[src/rtl/ecc_cap_pkg.sv]
// Package: field positions and widths of the ECC error capture register.
// Assumes a 32-bit register and a 32-bit byte address of which the upper
// bits are kept.
package ecc_cap_pkg;
    localparam int REG_W        = 32;
    localparam int ADDR_W       = 32;
    localparam int SYN_W        = 8;
    localparam int SCRUB_DIS_B  = 31;
    localparam int ADDR_HI_B    = 30;
    localparam int ADDR_LO_B    = 12;
    localparam int SYN_HI_B     = 11;
    localparam int SYN_LO_B     = 4;
    localparam int SERR_EN_B    = 3;
    localparam int NMI_EN_B     = 2;
    localparam int MBE_B        = 1;
    localparam int SBE_B        = 0;
    localparam int KEEP_W       = ADDR_HI_B - ADDR_LO_B + 1;
    localparam int DROP_W       = ADDR_W - KEEP_W;
    localparam int NFLAG        = 2;

    typedef struct packed {
        logic              scrub_dis;
        logic              serr_en;
        logic              nmi_en;
    } cap_ctl_t;
endpackage

[src/rtl/ecc_cap_ctrl.sv]
// ecc_cap_ctrl: holds the software enables and decodes register writes.
// Assumes a write updates all read/write bits at once; the clear request
// is raised only when both flag bits are written as 1 together.
module ecc_cap_ctrl
    import ecc_cap_pkg::*;
(
    input  logic              clk,
    input  logic              rst_n,
    input  logic              wr_en,
    input  logic              wd_scrub_dis,
    input  logic              wd_serr_en,
    input  logic              wd_nmi_en,
    input  logic [NFLAG-1:0]  wd_flags,
    output cap_ctl_t          ctl,
    output logic              clr_req
);
    cap_ctl_t ctl_q;

    // Enable register: reset to all zero, loaded on every write.
    always_ff @(posedge clk) begin
        if (!rst_n) begin
            ctl_q <= '0;
        end else if (wr_en) begin
            ctl_q.scrub_dis <= wd_scrub_dis;
            ctl_q.serr_en   <= wd_serr_en;
            ctl_q.nmi_en    <= wd_nmi_en;
        end
    end

    // Clear decode: both flag bits must be 1 in the same write.
    always_comb begin
        clr_req = wr_en && (&wd_flags);
    end

    assign ctl = ctl_q;

    a_r5_write_loads: assert property (@(posedge clk) disable iff (!rst_n)
        wr_en |=> (ctl_q.nmi_en == $past(wd_nmi_en)) && (ctl_q.serr_en == $past(wd_serr_en)));
endmodule

[src/rtl/ecc_cap_latch.sv]
// ecc_cap_latch: stores the first error's address, syndrome and type.
// Assumes a report lasts one cycle; a clear in the same cycle is applied
// before the report is judged, so the report is then captured.
module ecc_cap_latch
    import ecc_cap_pkg::*;
(
    input  logic               clk,
    input  logic               rst_n,
    input  logic               err_valid,
    input  logic               err_multi,
    input  logic [KEEP_W-1:0]  err_addr_hi,
    input  logic [SYN_W-1:0]   err_syn,
    input  logic               clr_req,
    output logic [KEEP_W-1:0]  cap_addr,
    output logic [SYN_W-1:0]   cap_syn,
    output logic [NFLAG-1:0]   cap_flags,
    output logic               cap_fire
);
    logic [KEEP_W-1:0] addr_q;
    logic [SYN_W-1:0]  syn_q;
    logic [NFLAG-1:0]  flags_q;
    logic              open_w;

    // Capture window: open when no flag is held or this cycle clears them.
    always_comb begin
        open_w   = (flags_q == '0) || clr_req;
        cap_fire = err_valid && open_w;
    end

    // Capture registers: load on accepted report, flags drop on clear.
    always_ff @(posedge clk) begin
        if (!rst_n) begin
            addr_q  <= '0;
            syn_q   <= '0;
            flags_q <= '0;
        end else if (cap_fire) begin
            addr_q         <= err_addr_hi;
            syn_q          <= err_syn;
            flags_q[SBE_B] <= !err_multi;
            flags_q[MBE_B] <= err_multi;
        end else if (clr_req) begin
            flags_q <= '0;
        end
    end

    assign cap_addr  = addr_q;
    assign cap_syn   = syn_q;
    assign cap_flags = flags_q;

    a_r2_one_flag: assert property (@(posedge clk) disable iff (!rst_n)
        $onehot0(flags_q));

    a_r3_freeze: assert property (@(posedge clk) disable iff (!rst_n)
        (flags_q != '0) && !clr_req |=> $stable(addr_q) && $stable(syn_q) && $stable(flags_q));

    a_r9_clear_then_capture: assert property (@(posedge clk) disable iff (!rst_n)
        clr_req && err_valid |=> (flags_q != '0) && (addr_q == $past(err_addr_hi)));

    a_r4_clear_empties: assert property (@(posedge clk) disable iff (!rst_n)
        clr_req && !err_valid |=> flags_q == '0);
endmodule

[src/rtl/ecc_cap_events.sv]
// ecc_cap_events: registered one-cycle interrupt, system-error and scrub
// pulses. Assumes enables are sampled as they stand in the report cycle.
module ecc_cap_events
    import ecc_cap_pkg::*;
(
    input  logic      clk,
    input  logic      rst_n,
    input  logic      err_valid,
    input  logic      err_multi,
    input  logic      cap_fire,
    input  cap_ctl_t  ctl,
    output logic      nmi_pulse,
    output logic      serr_pulse,
    output logic      scrub_req
);
    // Pulse registers: each fires for the cycle after its cause.
    always_ff @(posedge clk) begin
        if (!rst_n) begin
            nmi_pulse  <= 1'b0;
            serr_pulse <= 1'b0;
            scrub_req  <= 1'b0;
        end else begin
            nmi_pulse  <= cap_fire && !err_multi && ctl.nmi_en;
            serr_pulse <= cap_fire && err_multi && ctl.serr_en;
            scrub_req  <= err_valid && !err_multi && !ctl.scrub_dis;
        end
    end

    a_r8_scrub_off: assert property (@(posedge clk) disable iff (!rst_n)
        $past(ctl.scrub_dis) |-> !scrub_req);

    a_r6_nmi_exclusive: assert property (@(posedge clk) disable iff (!rst_n)
        !(nmi_pulse && serr_pulse));
endmodule

[src/rtl/ecc_err_capture.sv]
// ecc_err_capture: top of the ECC error capture status register.
// Assumes the ECC checker presents one report per cycle at most and that
// software accesses the register through a simple write strobe.
module ecc_err_capture
    import ecc_cap_pkg::*;
(
    input  logic               clk,
    input  logic               rst_n,
    input  logic               err_valid,
    input  logic               err_multi,
    input  logic [ADDR_W-1:0]  err_addr,
    input  logic [SYN_W-1:0]   err_syndrome,
    input  logic               reg_wr_en,
    input  logic [REG_W-1:0]   reg_wr_data,
    output logic [REG_W-1:0]   reg_rd_data,
    output logic               nmi_pulse,
    output logic               serr_pulse,
    output logic               scrub_req
);
    cap_ctl_t           ctl;
    logic               clr_req;
    logic               cap_fire;
    logic [KEEP_W-1:0]  cap_addr;
    logic [SYN_W-1:0]   cap_syn;
    logic [NFLAG-1:0]   cap_flags;
    logic               unused_addr_lo;
    logic               unused_wd_mid;

    assign unused_addr_lo = ^err_addr[DROP_W-1:0];
    assign unused_wd_mid  = ^reg_wr_data[ADDR_HI_B:SYN_LO_B];

    ecc_cap_ctrl u_ctrl (
        .clk          (clk),
        .rst_n        (rst_n),
        .wr_en        (reg_wr_en),
        .wd_scrub_dis (reg_wr_data[SCRUB_DIS_B]),
        .wd_serr_en   (reg_wr_data[SERR_EN_B]),
        .wd_nmi_en    (reg_wr_data[NMI_EN_B]),
        .wd_flags     (reg_wr_data[MBE_B:SBE_B]),
        .ctl          (ctl),
        .clr_req      (clr_req)
    );

    ecc_cap_latch u_latch (
        .clk         (clk),
        .rst_n       (rst_n),
        .err_valid   (err_valid),
        .err_multi   (err_multi),
        .err_addr_hi (err_addr[ADDR_W-1:DROP_W]),
        .err_syn     (err_syndrome),
        .clr_req     (clr_req),
        .cap_addr    (cap_addr),
        .cap_syn     (cap_syn),
        .cap_flags   (cap_flags),
        .cap_fire    (cap_fire)
    );

    ecc_cap_events u_events (
        .clk        (clk),
        .rst_n      (rst_n),
        .err_valid  (err_valid),
        .err_multi  (err_multi),
        .cap_fire   (cap_fire),
        .ctl        (ctl),
        .nmi_pulse  (nmi_pulse),
        .serr_pulse (serr_pulse),
        .scrub_req  (scrub_req)
    );

    // Readback assembly: fields placed at their register positions.
    always_comb begin
        reg_rd_data                        = '0;
        reg_rd_data[SCRUB_DIS_B]           = ctl.scrub_dis;
        reg_rd_data[ADDR_HI_B:ADDR_LO_B]   = cap_addr;
        reg_rd_data[SYN_HI_B:SYN_LO_B]     = cap_syn;
        reg_rd_data[SERR_EN_B]             = ctl.serr_en;
        reg_rd_data[NMI_EN_B]              = ctl.nmi_en;
        reg_rd_data[MBE_B:SBE_B]           = cap_flags;
    end

    a_r6_nmi_has_sbe: assert property (@(posedge clk) disable iff (!rst_n)
        nmi_pulse |-> reg_rd_data[SBE_B] && $past(reg_rd_data[NMI_EN_B]));

    a_r7_serr_has_mbe: assert property (@(posedge clk) disable iff (!rst_n)
        serr_pulse |-> reg_rd_data[MBE_B] && $past(reg_rd_data[SERR_EN_B]));

    a_r8_no_scrub_on_mbe: assert property (@(posedge clk) disable iff (!rst_n)
        $past(err_valid && err_multi) |-> !scrub_req);
endmodule

[config.mk]
export PLATFORM = sky130hd
export DESIGN_NAME = ecc_err_capture
export DESIGN_NICKNAME = d
export VERILOG_FILES = /design/src/rtl/ecc_cap_pkg.sv /design/src/rtl/ecc_cap_ctrl.sv /design/src/rtl/ecc_cap_latch.sv /design/src/rtl/ecc_cap_events.sv /design/src/rtl/ecc_err_capture.sv
export SDC_FILE = /design/constraint.sdc
export NUM_CORES = 1
export LEC_CHECK = 0
export ABC_AREA = 1
export BUFFER_PORTS_ARGS = -buffer_cell sky130_fd_sc_hd__buf_2
export CAP_MARGIN = 40
export CORE_MARGIN = 8
export CORE_UTILIZATION = 35
export DETAILED_ROUTE_END_ITERATION = 7
export PLACE_DENSITY = 0.82
export SLEW_MARGIN = 20
export SYNTH_ARGS = -nofsm -noshare
export SYNTH_HDL_FRONTEND = slang
export SYNTH_SLANG_ARGS = --single-unit
[constraint.sdc]
create_clock -name clk -period 1.2 [get_ports clk]
set_input_delay 0.24 -clock clk [delete_from_list [all_inputs] [get_ports clk]]
set_output_delay 0.24 -clock clk [all_outputs]
set_load 0.01 [all_outputs]
After elaboration in Yosys (flattened, before gate mapping):

Cells that the tools add are included.

* muxes and demuxes: 2
* reductions and logical operators: 14

Operators with widths (count)
* logical AND 1 bit: 8
* 2-to-1 mux 2 bit: 2
* zero test 1 bit: 2
* zero test 2 bit: 1
* AND reduction 2 bit: 1
* nonzero test 2 bit: 1
* logical OR 1 bit: 1

* bits in registers: 35
* bits of input ports: 77
* output and inout port bits: 35
* word-level logic and storage cells: 25

Depth between registers and ports, before layout:

Gate-level depths: netlist of the first run.

* word-level depth: 6
* gate-level depth with buffers: 8
* mapped depth without buffers: 6

By module:

Synthesis of the first run repeated with hierarchy kept, for this count alone.

* cells, all modules: 221
* area total of the unflattened synthesis: 1566.5 um^2

Modules (own cells, without submodules)
* ecc_cap_latch: instances 1, cells an instance 189, area an instance 1346.3 um^2, sequential area each 580.6 um^2
* ecc_cap_ctrl: instances 1, cells an instance 19, area an instance 122.6 um^2, sequential area each 60.1 um^2
* ecc_cap_events: instances 1, cells an instance 13, area an instance 97.6 um^2, sequential area each 60.1 um^2

Least setup slack after synthesis of the first run:

No wires, ideal clock.

* path kind: flip-flop to flip-flop
* from: register u_latch.flags_q[1] (netlist: u_latch.cap_flags[1])
* to: register u_latch.addr_q[0] (netlist: u_latch.cap_addr[0])
* setup time: 115 ps
* arrival: 961 ps
* required time: 1085 ps
* slack: 124 ps
* stages on the path, launching flop included: 8
* path buffers: 2
* period minus slack after synthesis: 1076 ps
* path through: dfxtp_1 inv_1 nand2_1 nand2_2 buf_6 buf_6 a21oi_1 nor2_1

* longest elaborated chain between the ends: 3

RTL lines
* from (decl): line ecc_cap_latch.sv:21 `logic [NFLAG-1:0] flags_q;`
* from (signal, indexed assignment): line ecc_cap_latch.sv:39 `flags_q[SBE_B] <= !err_multi;`
* from (signal, indexed assignment): line ecc_cap_latch.sv:40 `flags_q[MBE_B] <= err_multi;`
* zero test 2 bit: line ecc_cap_latch.sv:26 `open_w = (flags_q == '0) || clr_req;`
* logical OR 1 bit: line ecc_cap_latch.sv:26
* logical AND 1 bit: line ecc_cap_latch.sv:27 `cap_fire = err_valid && open_w;`
* to (signal assigned): line ecc_cap_latch.sv:37 `addr_q <= err_addr_hi;`
* to (decl): line ecc_cap_latch.sv:19 `logic [KEEP_W-1:0] addr_q;`

Every way passes these cells.
A chain may end at the register's enable or synchronous reset.

Final worst setup path of the first run:

Same ends and word-level chain as after synthesis.

==> metrics.md, run 1 <==
| Metric | Value |
|---|---|
| Synth Area in Compound Gates | `0.106` |
| Pins Over Slew Limit | `0` |
| Critical Path Sink Type | `flop` |
| Postcts setup bufs | `0` |
| TNS Setup | `0 ns` |
| Post-route clock period utilization | `0.892` |
| WHS Path Cells | `2` |
| CP endpoint | `u_latch.cap_addr[0]` |
| Final-stage net count | `around 360` |
| Initial Util | `0.354` |
| Mux contribution to synthesized area | `0` |
| H-tree levels | `2` |
| Via density per instance | `about 4.6` |
| DP Cell Count | `326` |
| Non-filler cells in the finished layout | `approximately 330` |
| GR Util All Layers | `0.121` |
| Cell variety after synth | `15` |
| Fin area | `around 0.002 mm^2` |
| Root Driver | `clkbuf_8` |
| Post-layout min period | `about 1.1 ns` |
| Initial antenna violation count | `0` |
| Core footprint | `0.00426 mm^2` |
| Yosys reg bits | `35` |
| Std-Cell Rows | `24` |
| Most common cell after layout, fill and taps aside | `buf_2` |
| Fmax | `between 0.9 and 1 GHz` |
| Hold Fails Final Rpt | `0` |
| Slew margin rel. | `0.840` |
| Clock Latency Late Sink | `around 0.28 ns` |
| Crit path DAT | `1.24 ns` |
| DR WL/cell | `~11 um` |
| Total grt overflow | `0` |
| Crit path launch | `u_latch.cap_flags[1]` |
| Fin util | `0.474` |
| Ports | `112` |
| Clock Sinks | `35` |
| DRC | `0` |
| Number of I/O port buffers | `between 70 and 80` |
| Sequential area share after synthesis | `0.464` |
| DPL Wire Length | `2720 um` |
| R2R Setup Slk | `approximately 0.13 ns` |
| First-pass GRT wire length | `6480 um` |
| Share of cells above drive strength 1 | `0.301` |
| Start-to-end type of the worst setup path | `flop to flop` |
| Worst Setup Start Kind | `flop` |
| Post-DP Area | `0.00190 mm^2` |
| Unrepaired setup endpoints after global routing | `no` |
| Inserted Clock Buffers | `5` |
| 1st-pass router iterations | `4` |
| Post-synthesis xor/xnor area fraction | `0` |
| GPL Wtd Cong | `approximately 0.73` |
| Pleak | `around 1.1 nW` |
| Adder-cell area share of the yosys netlist | `0` |
| Cells after Synth | `about 220` |
| Max_cap viols | `0` |
| Die width | `just over 80 um` |
| Hold Path Class | `primary input to flop` |
| Peak fanout along the critical path | `26` |
| Hold buffers post-CTS | `0` |
| Fin Hold WS | `0.163 ns` |
| PwrDens | `between 1000 and 1500 mW/mm^2` |
| Final wirelength | `approximately 3700 um` |
| Clk pin slew, worst setup/hold paths | `~0.07 ns` |
| # diodes | `0` |
| Max Root-Sink Buffers | `2` |
| Setup Viol. Count Final | `0` |
| Mean Syn Cell Area | `7.02 um^2` |
| ANT nets after route | `0` |
| Cell count of the worst reg-to-reg path | `6` |
| Worst r2r dst | `u_latch.cap_addr[0]` |
| CTS resizes | `0` |
| Die ar. | `roughly 0.0067 mm^2` |
| Worst-Margin Slew | `0.240 ns` |
| Main combinational cell family by area after synthesis | `simple AND/OR/NAND/NOR gates` |
| FF-to-FF Start | `u_latch.cap_flags[1]` |
| Area of the mapped netlist | `0.00151 mm^2` |
| Syn Nets | `slightly below 300` |
| Simple-Gate Fraction of Synth Area | `0.279` |
| Yosys Warn Count | `0` |
| Vias in the first global route | `between 1500 and 2000` |
| Via count | `1524` |
| Largest net degree at the start of global routing | `between 50 and 60` |
| Status | `completed` |
| CP Data Required Time | `between 1 and 1.5 ns` |
| CTS tree | `yes` |
| Clk_skew | `between 0.004 and 0.005 ns` |
| 1st-iter DRT viols | `59` |
| Commonest non-fill, non-tap cells in the layout | `71 x buf_2, 35 x nor2_1, 35 x dfxtp_1` |
| Area grow syn2layout | `33.8%` |
| Max VDD drop | `between 0.0005 and 0.0006 V` |
| Die Span Y | `between 80 and 90 um` |
==> where the power goes <==
| part | switching [mW] | total (mW) | internal, mW |
|---|---|---|---|
| Combinational | 0.324 | 0.583 | 0.258 |
| Clock | 0.408 | 1.08 | 0.672 |
| Sequential | 0.0468 | 1.31 | 1.26 |
| Total | 0.779 | 2.97 | 2.19 |
==> logic make-up after synthesis <==
| kind of cell | Yosys count |
|---|---|
| AND/OR/NAND/NOR | 100 |
| buffers and inverters | 48 |
| flip-flops | 35 |
| AO/OA/AOI/OAI | 32 |
==> how the worst min path moves through the flow <==
stage / start / end / slack (ns)
global route: err_multi / u_events.scrub_req / 0.16
detailed placement: u_ctrl.ctl[1] / u_events.serr_pulse / 0.44
floorplan: err_multi / u_events.scrub_req / 0.32
CTS: err_multi / u_events.scrub_req / 0.14
finish: err_multi / u_events.scrub_req / 0.16
global placement: u_ctrl.ctl[1] / u_events.serr_pulse / 0.44
==> flip-flops by register name (all words and copies together), names as in the netlist <==
signal and count:
u_events.nmi_pulse 1, u_latch.cap_flags 2, u_latch.cap_syn 8, u_events.serr_pulse 1
u_latch.cap_addr 19, u_events.scrub_req 1, u_ctrl.ctl 3
==> cell type report <==
class	count	area, um^2
repair buffers	75	435
clock buffers	6	82.6
flip-flops and latches	35	701
fillers	427	2240
clock inverters	2	35.0
inverters	32	120
well taps	52	65.1
multi-input cells	132	582
==> critical path, stage by stage, from the launching register on <==
cell	delay, ns
dfxtp_1	0.36
inv_1	0.05
nand2_1	0.07
nand2_2	0.10
buf_12	0.17
a21oi_1	0.14
nor2_1	0.06
==> Yosys cell counts <==
cell type  number  area share
buf_2           5       0.017
nand3_1        29       0.096
nor3_1          1      0.0033
buf_4           1      0.0050
nand2_1        33       0.082
o21ai_0         3      0.0099
inv_1          32       0.080
buf_6           5       0.037
nand3_2         1      0.0066
a21oi_1        29       0.096
nand2_2         1      0.0041
clkbuf_1        3      0.0075
nor2_1         35       0.087
dfxtp_1        35        0.46
buf_1           2      0.0050
==> through the flow <==
step           power [mW]  worst slack, ns
3_5_place_dp         1.93           0.0998
3_3_place_gp         1.91            0.131
6_report             2.97            0.130
5_1_grt              3.17           0.0236
2_1_floorplan        1.71            0.124
4_1_cts              3.03            0.132
==> metal layers <==
layer | global-route usage | part of all wire | vias to the layer above
met3 | 0.0427 | 0.083 | 4
met2 | 0.222 | 0.50 | 44
met5 | 0 | 0 | -
met4 | 0.0474 | 0.014 | 0
met1 | 0.123 | 0.40 | 678
li1 | - | - | 798
(Power assumes the default switching activity.)
==> run 2: changes to the inputs <==
==> constraint.sdc (replaced) <==
create_clock -name clk -period 1.1 [get_ports clk]
set_input_delay 0.22 -clock clk [delete_from_list [all_inputs] [get_ports clk]]
set_output_delay 0.22 -clock clk [all_outputs]
set_load 0.01 [all_outputs]
==> run 2 against run 1 <==
Compared with the run above:
- combinational power increased by 38%
- wire length rose by 16%
- cell count up 1.8%
- clock skew decreased by 0.0024 ns
- global-route usage barely moved
- first-iteration DRC count is 17% lower
- sequential power grew 9.9%
==> metrics.md, run 2 (same netlist as run 1, synthesis figures left out) <==
| Metric | Value |
|---|---|
| Status | `completed` |
| CP Data Required Time | `1.28 ns (-0.09 ns)` |
| Root Driver | `clkbuf_8` |
| Die Span Y | `81.7 um (unchanged)` |
| DPL Wire Length | `2790 um (+2.5%)` |
| DRC | `0 (unchanged)` |
| # diodes | `0 (unchanged)` |
| Bufs and invs on worst path | `2 (unchanged)` |
| Worst-Margin Slew | `0.292 ns (+0.0519 ns)` |
| Postcts setup bufs | `0 (unchanged)` |
| Hold Startpoint | `err_multi` |
| Ports | `112 (unchanged)` |
| Total grt overflow | `0 (unchanged)` |
| Clock Sinks | `35 (unchanged)` |
| Max Used Layer | `met4` |
| Setup Viol. Count Final | `0 (unchanged)` |
| Vias in the first global route | `1452 (-3.6%)` |
| Cells along the critical path | `inv_2 -> nand2_4 -> nand2_8 -> clkbuf_16 -> a21oi_1 -> nor2_1` |
| Fin util | `0.513 (+0.0396)` |
| Core footprint | `0.00426 mm^2 (unchanged)` |
| Area grow syn2layout | `45.0%` |
| Fmax | `0.958 GHz (+2.5%)` |
| Met3 wire len | `305 um (-1.3%)` |
| Most common cell after layout, fill and taps aside | `buf_2` |
| Final-stage net count | `364 (+1.7%)` |
| Start-to-end type of the worst setup path | `flop to flop` |
| 1st-pass router iterations | `4 (unchanged)` |
| Pins Over Slew Limit | `0 (unchanged)` |
| Hold Fails Final Rpt | `0 (unchanged)` |
| Critical Path Sink Type | `flop` |
| 1st-iter DRT viols | `49 (-17%)` |
| Crit path DAT | `1.22 ns (-0.02 ns)` |
| Wl on met1 | `1750 um (+18%)` |
| Peak fanout along the critical path | `8 (-69%)` |
| Cell count of the worst reg-to-reg path | `6 (unchanged)` |
| PwrDens | `1430 mW/mm^2 (-2.7%)` |
| GR Util All Layers | `0.121 (about the same)` |
| Die ar. | `0.00667 mm^2 (unchanged)` |
| Clk pin slew, worst setup/hold paths | `0.07 ns (about the same)` |
| R2R Setup Slk | `0.06 ns (-0.07 ns)` |
| Final wirelength | `4330 um (+16%)` |
| Largest net degree at the start of global routing | `31 (-47%)` |
| Via density per instance | `4.61 (+0.94%)` |
| Area of the multi-input gates | `664 um^2 (+14%)` |
| Clk_skew | `0.00220 ns (-0.00240 ns)` |
| Std-Cell Rows | `24 (unchanged)` |
| First-pass GRT wire length | `6350 um (-1.9%)` |
| WHS Path Cells | `2 (unchanged)` |
| Max stage delay on crit path | `0.35 ns (about the same)` |
| ANT nets after route | `0 (unchanged)` |
| Post-route clock period utilization | `0.949 (+0.0577)` |
| Via count | `1566 (+2.8%)` |
| Pleak | `1.20 nW (+5.3%)` |
| Hold path endpoint | `u_events.scrub_req` |
| DR WL/cell | `12.7 um (+14%)` |
| H-tree levels | `2 (unchanged)` |
| Max VDD drop | `0.000650 V (+20%)` |
| Number of I/O port buffers | `71 (unchanged)` |
| Max Root-Sink Buffers | `2 (unchanged)` |
| Share of cells above drive strength 1 | `0.382 (+0.0805)` |
| WP depth | `6 (unchanged)` |
| CTS tree | `yes` |
| Slew margin rel. | `0.805 (-0.0346)` |
| Inserted Clock Buffers | `5 (unchanged)` |
| Slowest stage cell on the critical path | `dfxtp_2` |
| Met2 WL | `2210 um (+18%)` |
| Max_cap viols | `0 (unchanged)` |
| Total power | `3.13 mW (+5.4%)` |
| Sequential cell area | `703 um^2 (+0.36%)` |
| Max reg flops | `19 (unchanged)` |
| Initial Util | `0.354 (unchanged)` |
| Die width | `81.7 um (unchanged)` |
| Worst Setup Start Kind | `flop` |
| Clock Latency Late Sink | `0.28 ns (about the same)` |
| Worst r2r dst | `u_latch.cap_syn[2]` |
| FF-to-FF Start | `u_latch.cap_flags[1]` |
| Commonest non-fill, non-tap cells in the layout | `71 x buf_2, 34 x nor2_1, 33 x dfxtp_1` |
| Fillers | `430 (+0.70%)` |
| Initial antenna violation count | `0 (unchanged)` |
| CP top delay family | `flip-flops` |
| Post-layout min period | `1.04 ns (-0.0257 ns)` |
| Hold Path Class | `primary input to flop` |
| GPL Wtd Cong | `0.711 (-1.9%)` |
-- run 2: per-stage QoR --
step / std cells / TNS (ns) / setup slack [ns] / hold WS (ns) / instance area [um^2]
6_report: 340 / 0 / 0.0557 / 0.137 / 2190
5_1_grt: 340 / -0.0237 / -0.00964 / 0.138 / 2190
4_1_cts: 335 / 0 / 0.0603 / 0.113 / 2010
3_5_place_dp: 327 / 0 / 0.0253 / 0.420 / 1920
3_3_place_gp: 327 / 0 / 0.0541 / 0.421 / 1920
2_1_floorplan: 215 / 0 / 0.0241 / 0.296 / 1510
-- run 2: timing repair --
| item | 4_1_cts | 5_1_grt |
|---|---|---|
| resized for setup | 0 | 23 |
| hold buffers | 0 | 0 |
| setup endpoints to repair | 0 | 29 |
| endpoints found under the hold margin | 0 | 0 |
-- run 2: how the worst max path moves through the flow --
stage                          from                   end  slack (ns)
2_1_floorplan  u_latch.cap_flags[1]  u_latch.cap_addr[10]        0.02
3_3_place_gp              reg_wr_en  u_latch.cap_addr[14]        0.05
3_5_place_dp              reg_wr_en  u_latch.cap_addr[14]        0.03
4_1_cts        u_latch.cap_flags[1]   u_latch.cap_addr[7]        0.06
5_1_grt        u_latch.cap_flags[1]    u_latch.cap_syn[6]       -0.01
6_report       u_latch.cap_flags[1]    u_latch.cap_syn[2]        0.06
-- run 2: final cells by class --
| class | instances | area share |
|---|---|---|
| Inverter | 32 | 0.0549 |
| Clock buffer | 5 | 0.0314 |
| Clock inverter | 3 | 0.00686 |
| Multi-Input combinational cell | 132 | 0.303 |
| Tap cell | 52 | 0.0297 |
| Sequential cell | 35 | 0.321 |
| Timing Repair Buffer | 81 | 0.253 |
-- run 2: power breakdown --
part           switching, mW  internal, mW
registers             0.0616          1.38
logic                  0.419         0.383
clock network          0.456         0.433
total                  0.937          2.20
-- run 2: routing by layer --
layer / vias up / GRT usage
met5: - / 0
met4: 0 / 0.0649
met3: 4 / 0.0449
met2: 45 / 0.206
met1: 706 / 0.128
li1: 811 / -
